### config.mk
export PLATFORM = sky130hd
export DESIGN_NAME = gpio_strobe_port
export DESIGN_NICKNAME = d
export VERILOG_FILES = /design/src/rtl/gpio_strobe_pkg.sv /design/src/rtl/gpio_bit_reg.sv /design/src/rtl/gpio_in_sync.sv /design/src/rtl/gpio_strobe_port.sv
export SDC_FILE = /design/constraint.sdc
export NUM_CORES = 1
export LEC_CHECK = 0
export BUFFER_PORTS_ARGS = -buffer_cell sky130_fd_sc_hd__buf_2
export CORE_MARGIN = 4
export CORE_UTILIZATION = 52
export DETAILED_ROUTE_END_ITERATION = 6
export PLACE_DENSITY = 0.89
export SYNTH_ARGS = -nofsm -noshare
export SYNTH_HDL_FRONTEND = slang
export SYNTH_HIERARCHICAL = 1
export SYNTH_SLANG_ARGS = --single-unit
export TNS_END_PERCENT = 1
### constraint.sdc
create_clock -name clk -period 2.5 [get_ports clk]
set_input_delay 0.5 -clock clk [delete_from_list [all_inputs] [get_ports clk]]
set_output_delay 0.5 -clock clk [all_outputs]
set_load 0.03 [all_outputs]
### src/rtl/gpio_strobe_pkg.sv
package gpio_strobe_pkg;

    // Word slot indices (byte offset / 4); software depends on these values
    localparam int unsigned SLOT_DIR_VAL = 0;
    localparam int unsigned SLOT_DIR_CLR = 1;
    localparam int unsigned SLOT_DIR_SET = 2;
    localparam int unsigned SLOT_DIR_INV = 3;
    localparam int unsigned SLOT_OUT_VAL = 4;
    localparam int unsigned SLOT_OUT_CLR = 5;
    localparam int unsigned SLOT_OUT_SET = 6;
    localparam int unsigned SLOT_OUT_INV = 7;
    localparam int unsigned SLOT_PIN_IN  = 8;

    typedef enum logic [2:0] {
        OP_HOLD  = 3'd0,
        OP_LOAD  = 3'd1,
        OP_CLEAR = 3'd2,
        OP_SET   = 3'd3,
        OP_FLIP  = 3'd4
    } bit_op_e;

    typedef struct packed {
        logic    hit_dir;
        logic    hit_out;
        logic    hit_in;
        bit_op_e op;
    } slot_decode_t;

    function automatic slot_decode_t decode_slot(input int unsigned slot);
        slot_decode_t d;
        d = '{hit_dir: 1'b0, hit_out: 1'b0, hit_in: 1'b0, op: OP_HOLD};
        case (slot)
            SLOT_DIR_VAL: begin d.hit_dir = 1'b1; d.op = OP_LOAD;  end
            SLOT_DIR_CLR: begin d.hit_dir = 1'b1; d.op = OP_CLEAR; end
            SLOT_DIR_SET: begin d.hit_dir = 1'b1; d.op = OP_SET;   end
            SLOT_DIR_INV: begin d.hit_dir = 1'b1; d.op = OP_FLIP;  end
            SLOT_OUT_VAL: begin d.hit_out = 1'b1; d.op = OP_LOAD;  end
            SLOT_OUT_CLR: begin d.hit_out = 1'b1; d.op = OP_CLEAR; end
            SLOT_OUT_SET: begin d.hit_out = 1'b1; d.op = OP_SET;   end
            SLOT_OUT_INV: begin d.hit_out = 1'b1; d.op = OP_FLIP;  end
            SLOT_PIN_IN:  begin d.hit_in  = 1'b1;                   end
            default:      ;
        endcase
        return d;
    endfunction

endpackage

### src/rtl/gpio_bit_reg.sv
module gpio_bit_reg
    import gpio_strobe_pkg::*;
#(
    parameter int W = 32
) (
    input  logic          clk,
    input  logic          rst,
    input  bit_op_e       op,
    input  logic [W-1:0]  mask,
    output logic [W-1:0]  q
);
    logic [W-1:0] q_nxt;

    always_comb begin
        case (op)
            OP_LOAD:  q_nxt = mask;
            OP_CLEAR: q_nxt = q & ~mask;
            OP_SET:   q_nxt = q | mask;
            OP_FLIP:  q_nxt = q ^ mask;
            default:  q_nxt = q;
        endcase
    end

    always_ff @(posedge clk) begin
        if (rst) q <= '0;
        else     q <= q_nxt;
    end
endmodule

### src/rtl/gpio_in_sync.sv
module gpio_in_sync #(
    parameter int W      = 32,
    parameter int STAGES = 2
) (
    input  logic         clk,
    input  logic         rst,
    input  logic [W-1:0] d,
    output logic [W-1:0] q
);
    logic [W-1:0] stage [STAGES];

    generate
        for (genvar i = 0; i < STAGES; i++) begin : g_stage
            if (i == 0) begin : g_first
                always_ff @(posedge clk) begin
                    if (rst) stage[0] <= '0;
                    else     stage[0] <= d;
                end
            end else begin : g_next
                always_ff @(posedge clk) begin
                    if (rst) stage[i] <= '0;
                    else     stage[i] <= stage[i-1];
                end
            end
        end
    endgenerate

    assign q = stage[STAGES-1];
endmodule

### src/rtl/gpio_strobe_port.sv
module gpio_strobe_port
    import gpio_strobe_pkg::*;
#(
    parameter int NUM_PINS = 32,
    parameter int DATA_W   = 32,
    parameter int ADDR_W   = 6
) (
    input  logic                clk,
    input  logic                rst,
    input  logic                bus_sel,
    input  logic                bus_wr,
    input  logic [ADDR_W-1:0]   bus_addr,
    input  logic [DATA_W-1:0]   bus_wdata,
    output logic [DATA_W-1:0]   bus_rdata,
    input  logic [NUM_PINS-1:0] pin_in,
    output logic [NUM_PINS-1:0] pin_out,
    output logic [NUM_PINS-1:0] pin_oe
);
    localparam int SLOT_W      = ADDR_W - 2;
    localparam int SYNC_DEPTH  = 2;

    logic [SLOT_W-1:0]   slot;
    logic                aligned;
    slot_decode_t        dec;
    logic                do_write;
    bit_op_e             dir_op;
    bit_op_e             out_op;
    logic [NUM_PINS-1:0] mask;
    logic [NUM_PINS-1:0] dir_q;
    logic [NUM_PINS-1:0] out_q;
    logic [NUM_PINS-1:0] in_sync;

    assign slot     = bus_addr[ADDR_W-1:2];
    assign aligned  = (bus_addr[1:0] == 2'b00);
    assign dec      = aligned ? decode_slot(32'(slot))
                              : '{hit_dir: 1'b0, hit_out: 1'b0, hit_in: 1'b0, op: OP_HOLD};
    assign do_write = bus_sel && bus_wr;
    assign mask     = bus_wdata[NUM_PINS-1:0];
    assign dir_op   = (do_write && dec.hit_dir) ? dec.op : OP_HOLD;
    assign out_op   = (do_write && dec.hit_out) ? dec.op : OP_HOLD;

    gpio_bit_reg #(.W(NUM_PINS)) u_dir (
        .clk (clk), .rst (rst), .op (dir_op), .mask (mask), .q (dir_q)
    );

    gpio_bit_reg #(.W(NUM_PINS)) u_out (
        .clk (clk), .rst (rst), .op (out_op), .mask (mask), .q (out_q)
    );

    gpio_in_sync #(.W(NUM_PINS), .STAGES(SYNC_DEPTH)) u_sync (
        .clk (clk), .rst (rst), .d (pin_in), .q (in_sync)
    );

    always_comb begin
        bus_rdata = '0;
        if (dec.hit_dir)      bus_rdata = DATA_W'(dir_q);
        else if (dec.hit_out) bus_rdata = DATA_W'(out_q);
        else if (dec.hit_in)  bus_rdata = DATA_W'(in_sync);
    end

    assign pin_out = out_q;
    assign pin_oe  = dir_q;
endmodule

* Word-level counts from Yosys, hierarchy flattened
Memory sizes are Yosys's and may differ from the RTL's. Index checks and enable logic that the tools add are counted.
Cells by class: add/subtract/negate cells 0, multiply operators 0, div/mod/pow operators 0, magnitude comparators 0, equality and inequality tests 16, shift operators 0, muxes and demuxes 17, bitwise logic cells 9, reduce and logical (&&, ||, !) cells 13
Operators with widths (number):
- one-hot mux 32 bit (4 select lines) | 2
- two-way mux 32 bit | 5
- bitwise AND 32 bit | 2
- bitwise OR 32 bit | 2
- bitwise XOR 32 bit | 2
- inverter 32 bit | 1
- == test 4 x 3 -> 1 bit (second input constant) | 4
- == test 3 x 2 -> 1 bit (second input constant) | 4
- one-hot mux 3 bit (4 select lines) | 1
- == test 4 x 2 -> 1 bit (second input constant) | 2
- nonzero test 4 bit | 2
- OR reduction 2 bit | 4
- OR reduction 4 bit | 2
- == test 3 x 1 -> 1 bit (second input constant) | 2
- == test 3 bit (second input constant) | 2
- two-way mux 1 bit | 6
- two-way mux 3 bit | 2
- two-way mux 6 bit | 1
- == test 4 x 1 -> 1 bit (second input constant) | 1
- == test 4 bit (second input constant) | 1
- zero test 4 bit | 1
- logical AND 1 bit | 3
- zero test 2 bit | 1
- bitwise OR 1 bit | 2
Word-level totals: flip-flop bits (word level) 64, bits in latches 0, memory bits (writable) 64, bits in read-only memories 0, input bits 74, output and inout bits 96, word-level logic and storage cells 58, memories 1
Memories:
- u_sync.stage | depth 2, bits a word 32, rd ports 2, clocked after Yosys merged registers in 0, wr ports 2, RTL line gpio_in_sync.sv:10 | logic [W-1:0] stage [STAGES];

* Depth between registers and ports, before layout
depth in word-level cells 8, depth in mapped cells 10, depth with buffers taken out 6

* Hierarchy
The synthesis kept the hierarchy.
By module, submodules not included:
- gpio_bit_reg | times used 2, cells each 378, area each 3647.2 µm², seq. area each 640.6 µm²
- gpio_in_sync | times used 1, cells each 135, area each 1918.1 µm², seq. area each 1281.2 µm²
- gpio_strobe_port | times used 1, cells each 161, area each 830.8 µm², seq. area each 0.0 µm²

* Least setup slack after synthesis
Ideal clock, no wire load.
path type input-to-reg, start input bus_addr[1], end register u_out.q[10], library setup time 0.152 ns, arrival time 2.456 ns, required time 2.348 ns, slack -0.107 ns, cell stages on the path 7, buffers on the path 1, cell sequence or3_4 > or3_4 > nor3_1 > nor2b_1 > clkbuf_1 > a211o_1 > a221oi_2
On the way: cells in the longest elaborated chain, start to end 6, elaborated cells on any way between the ends 10, classes of those cells 4 x eq/ne; 3 x mux; 3 x reduce/logical
RTL lines:
- start, declared | RTL line gpio_strobe_port.sv:12 | input logic [ADDR_W-1:0] bus_addr,
- zero test 2 bit * | RTL line gpio_strobe_port.sv:34 | assign aligned = (bus_addr[1:0] == 2'b00);
- two-way mux 6 bit * | RTL line gpio_strobe_port.sv:35 | assign dec = aligned ? decode_slot(32'(slot))
- logical AND 1 bit | RTL line gpio_strobe_port.sv:40 | assign out_op = (do_write && dec.hit_out) ? dec.op : OP_HOLD;
- two-way mux 3 bit * | RTL line gpio_strobe_port.sv:40
- net out_op[0] | RTL line gpio_strobe_port.sv:27 | bit_op_e out_op;
- == test 3 bit, or another cell as far along | RTL line gpio_bit_reg.sv:15 | case (op)
- one-hot mux 32 bit (4 select lines) / nonzero test 4 bit (equally long branches)
- end signal, assigned | RTL line gpio_bit_reg.sv:26 | else q <= q_nxt;
- end, declared | RTL line gpio_bit_reg.sv:10 | output logic [W-1:0] q
Mark *: on every way through the listed nets, which the timed path passes. The rest lies on a longest branch. A chain may end at the register's enable or synchronous reset.

* Worst setup path in the final report
start input bus_addr[4], end output bus_rdata[20]
On the way: cells in the longest elaborated chain, start to end 6, elaborated cells on any way between the ends 18, classes of those cells 8 x eq/ne; 7 x mux; 3 x reduce/logical
RTL lines:
- == test 4 x 3 -> 1 bit / == test 4 bit (equally long branches) | RTL line gpio_strobe_pkg.sv:32 | case (slot)
- OR reduction 4 bit (no line) / two-way mux 1 bit (equally long branches)
- two-way mux 1 bit / two-way mux 6 bit (equally long branches) | RTL line gpio_strobe_pkg.sv:32, gpio_strobe_port.sv:35
- two-way mux 6 bit * | RTL line gpio_strobe_port.sv:35
- two-way mux 32 bit | RTL line gpio_strobe_port.sv:57 | else if (dec.hit_out) bus_rdata = DATA_W'(out_q);
- two-way mux 32 bit * | RTL line gpio_strobe_port.sv:56 | if (dec.hit_dir) bus_rdata = DATA_W'(dir_q);
- end, declared | RTL line gpio_strobe_port.sv:14 | output logic [DATA_W-1:0] bus_rdata,
Every way passes the cells marked *; elsewhere a longest branch is shown, timed or not.

==> Implementation_results.wiki <==
{| class="wikitable"
! Metric !! Value
|-
| Avg Inst Size Synth || 9.547 sq um
|-
| Maximum fanout count along the critical path || 26
|-
| Sequential cell area || 0.002562 sq mm
|-
| TritonCTS clock tree || done
|-
| Vias after detailed routing || 9093
|-
| Width of the die || 147.0 um
|-
| IO Port Bufs || 169
|-
| Fraction of the cycle the final worst path needs || 100.2%
|-
| Post-route DRC violation count || 0
|-
| Number of sinks on the clock net || 128
|-
| Number of rows created at floorplan || 50
|-
| Outcome || finished with violations
|-
| Pin slew with the least headroom to its limit || 0.5507 ns
|-
| Worst setup SP type || primary input
|-
| Clock slew seen by the registers of the worst setup and hold paths || 0.06 ns
|-
| Final ANT Viol Nets || 0
|-
| Aggregate negative setup slack || -0.005292 ns
|-
| Multi-input logic area || 0.006456 sq mm
|-
| Top cell type's share of synthesized area || 25.51%
|-
| Data required time at the worst endpoint || 2.00 ns
|-
| Leakage || 5.586 nW
|-
| Estimated wirelength of the detail-placed design || 21480 um
|-
| Initial drt markers || 1203
|-
| Pins over their slew limit || 0
|-
| Number of buffers between clock root and the deepest sink || 2
|-
| Aggregate global-route resource usage || 27.37%
|-
| Synthesized flop and latch total || 128
|-
| Setup violators final || 1
|-
| Number of nets at the end of the flow || 1423
|-
| PnR worst setup slack || -0.005292 ns
|-
| Share of cells above drive strength 1 || 38.17%
|-
| Maximum clock skew at final layout || 0.004805 ns
|-
| Root buf cell || sky130_fd_sc_hd__clkbuf_16
|-
| Setup Crit Path Kind || primary input to primary output
|-
| Final hold vios || 0
|-
| Die height || 147.0 um
|-
| Highest clock rate || 399.2 MHz
|-
| Pre-CTS setup slack || -0.2558 ns
|-
| Sequential cell area fraction in the yosys report || 25.51%
|-
| HP Class || primary input to register
|-
| Net count after synthesis || 1254
|-
| Power density over the cells || 436.9 mW/mm^2
|-
| Antenna violations before repair || 5
|-
| Post-detailed-route wirelength per cell || 20.55 um
|-
| Detailed-routing iteration count for the pre-antenna-repair pass || 6
|-
| Source of the critical timing path || bus_addr[4]
|-
| Total clock buffers created by CTS || 17
|-
| Max-Slew Margin vs Limit || 62.90%
|-
| Top cells by area, synth || sky130_fd_sc_hd__dfxtp_1 (26%), sky130_fd_sc_hd__ha_1 (16%), sky130_fd_sc_hd__a221oi_2 (9.3%), sky130_fd_sc_hd__nor2b_2 (5.2%), sky130_fd_sc_hd__nor4b_1 (5.2%)
|-
| Vias in the first global route || 8819
|-
| Maximum number of pins on one net before global-route repair || 47
|-
| Setup crit end kind || primary output
|-
| Setup repair after global routing missed its margin || yes
|-
| Htree depth || 4
|-
| Cell taking the most area after synthesis || sky130_fd_sc_hd__dfxtp_1
|-
| Summed instance area of the synthesized netlist || 0.01004 sq mm
|-
| Starting utilization of the core area || 53.34%
|-
| Gp weighted congestion || 0.9240
|-
| Fill cell count || 1367
|-
| Reported max-cap violation count || 0
|-
| Hold buffers post-CTS || 0
|-
| Core box area || 0.01883 sq mm
|-
| Count of different cell masters after synthesis || 36
|-
| I/O pin total || 170
|-
| Violations in the final reports || negative setup slack
|-
| Latest clock arrival within the worst-skew pair || 0.42 ns
|-
| VDD IR max || 0.0005477 V
|-
| Area Overhead vs Synth || 21.03%
|-
| Area of the die || 0.02160 sq mm
|-
| Setup slack on the worst flop-to-flop path || 0.80 ns
|-
| Post-route minimum period || 2.505 ns
|-
| Wire length of the first global-routing pass || 47840 um
|-
| Routed via count divided by cell count || 6.062
|-
| Ys Warns || 6
|-
| Arrival time at the worst endpoint || 2.01 ns
|-
| Detailed-route wire length || 30820 um
|-
| Number of cells on the worst reg-to-reg path || 5
|-
| Leftover overflow at the end of global routing || 0
|-
| Capture point of the critical path || bus_rdata[20]
|-
| Instance count of the mapped netlist || 1052
|-
| Reg-to-Reg Start || u_dir/q[23]
|-
| Reg-to-reg endpoint || u_dir/q[23]
|}
kinds of logic (layout without fill, tap and decap cells):
| logic type | count (synthesis) | in the layout | share of synthesized area (%) |
|---|---|---|---|
| simple gates | 375 | 375 | 26.93 |
| buf+inv | 226 | 408 | 10.99 |
| fa+ha+maj | 128 | 128 | 15.95 |
| compound gates | 192 | 192 | 20.21 |
| flops | 128 | 128 | 25.51 |
| xor+xnor | 3 | 3 | 0.4111 |
| other cells | 0 | 6 | 0 |
cells in the mapped netlist:
| master | n |
|---|---|
| sky130_fd_sc_hd__xnor2_1 | 1 |
| sky130_fd_sc_hd__nand3_2 | 20 |
| sky130_fd_sc_hd__inv_1 | 129 |
| sky130_fd_sc_hd__nor3_1 | 2 |
| sky130_fd_sc_hd__o221ai_1 | 2 |
| sky130_fd_sc_hd__nand4_1 | 1 |
| sky130_fd_sc_hd__xor2_2 | 2 |
| sky130_fd_sc_hd__ha_1 | 128 |
| sky130_fd_sc_hd__buf_8 | 5 |
| sky130_fd_sc_hd__nor3b_1 | 1 |
| sky130_fd_sc_hd__buf_2 | 33 |
| sky130_fd_sc_hd__a211o_1 | 30 |
| sky130_fd_sc_hd__nand2b_1 | 32 |
| sky130_fd_sc_hd__nand3_1 | 75 |
| sky130_fd_sc_hd__a221oi_1 | 2 |
| sky130_fd_sc_hd__or4b_1 | 34 |
| sky130_fd_sc_hd__or3b_1 | 2 |
| sky130_fd_sc_hd__dfxtp_1 | 128 |
| sky130_fd_sc_hd__o221ai_2 | 32 |
| sky130_fd_sc_hd__a221oi_2 | 62 |
| sky130_fd_sc_hd__buf_4 | 14 |
| sky130_fd_sc_hd__buf_6 | 14 |
| sky130_fd_sc_hd__nor4b_4 | 1 |
| sky130_fd_sc_hd__or4_1 | 1 |
| sky130_fd_sc_hd__nor2b_1 | 40 |
| sky130_fd_sc_hd__or3_4 | 2 |
| sky130_fd_sc_hd__nor4b_1 | 60 |
| sky130_fd_sc_hd__nand2_1 | 2 |
| sky130_fd_sc_hd__or2b_2 | 2 |
| sky130_fd_sc_hd__a21oi_1 | 32 |
| sky130_fd_sc_hd__clkbuf_1 | 31 |
| sky130_fd_sc_hd__nor3_4 | 1 |
| sky130_fd_sc_hd__nor2_1 | 37 |
| sky130_fd_sc_hd__nor4_1 | 2 |
| sky130_fd_sc_hd__o21ai_0 | 32 |
| sky130_fd_sc_hd__nor2b_2 | 60 |
per-stage QoR:
step / instance area, sq um / hold slack, ns / total power [W] / utilization (%) / instances
after floorplan: 10050 / 0.4138 / 0.002621 / - / 1052
after global placement: 11540 / 0.4181 / 0.002851 / 61.30 / 1462
after detailed placement: 11540 / 0.4243 / 0.002884 / 61.30 / 1462
after CTS: 12130 / 0.2720 / 0.005309 / 64.40 / 1494
after global routing: 12150 / 0.2767 / 0.005478 / 64.54 / 1499
final: 12160 / 0.2854 / 0.005311 / 64.55 / 1500
per-layer routing:
metal | GRT usage [%] | share of wire [%] | vias up
li1 | - | - | 4111
met1 | 36.14 | 42 | 4331
met2 | 42.71 | 46 | 530
met3 | 6.076 | 7.9 | 121
met4 | 12.77 | 4.4 | 0
met5 | 0 | 0 | -
critical path, cell delays in order:
cell                      delay, ns
sky130_fd_sc_hd__buf_2         0.13
sky130_fd_sc_hd__buf_4         0.16
sky130_fd_sc_hd__nor4b_4       0.29
sky130_fd_sc_hd__buf_12        0.22
sky130_fd_sc_hd__nand3_1       0.16
sky130_fd_sc_hd__a21oi_1       0.26
sky130_fd_sc_hd__buf_2         0.25
flip-flops by register name, indices dropped and copies added, names as in the netlist:
signal / flops
u_sync/stage: 64
u_dir/q: 32
u_out/q: 32
worst min path at each step:
stage                        startpoint             endpoint  slack (ns)  depth (start not counted)
global route                 pin_in[25]  u_sync/stage[0][25]        0.28                          2
floorplan           u_sync/stage[0][29]  u_sync/stage[1][29]        0.41                          1
global placement     u_sync/stage[0][8]   u_sync/stage[1][8]        0.42                          1
detailed placement  u_sync/stage[0][29]  u_sync/stage[1][29]        0.42                          1
finish                        pin_in[6]   u_sync/stage[0][6]        0.29                          2
CTS                           pin_in[6]   u_sync/stage[0][6]        0.27                          2
power by group:
group	switching, W	internal [W]	total [W]
registers	0.0000361	0.00211	0.00214
clock network	0.00103	0.00141	0.00244
logic	0.000453	0.000274	0.000727
final cells by class:
type / instances / share of cell area, %
Timing Repair Buffer: 247 / 14.32
Inverter: 129 / 3.984
Clock inverter: 13 / 1.060
Multi-Input combinational cell: 698 / 53.11
Clock buffer: 19 / 3.644
Antenna cell: 6 / 0.1235
Sequential cell: 128 / 21.08
Tap cell: 260 / 2.676
layout by cell type (no fill, tap or decap), types with 34 or more instances in the layout:
cell type	instances
sky130_fd_sc_hd__inv_1	129
sky130_fd_sc_hd__nor2_1	34
sky130_fd_sc_hd__nor2b_2	60
sky130_fd_sc_hd__nor4b_1	59
sky130_fd_sc_hd__or4b_1	34
sky130_fd_sc_hd__ha_1	128
sky130_fd_sc_hd__nor2b_1	40
sky130_fd_sc_hd__a221oi_2	62
sky130_fd_sc_hd__buf_2	167
sky130_fd_sc_hd__dfxtp_1	128
sky130_fd_sc_hd__nand3_1	75
sky130_fd_sc_hd__buf_4	55
what timing repair did:
item / in CTS / in global routing
gates resized for setup: 3 / 4
setup endpoints to repair: 32 / 9
buffers inserted: 0 / 0
Power figures use the tool's default switching activity.
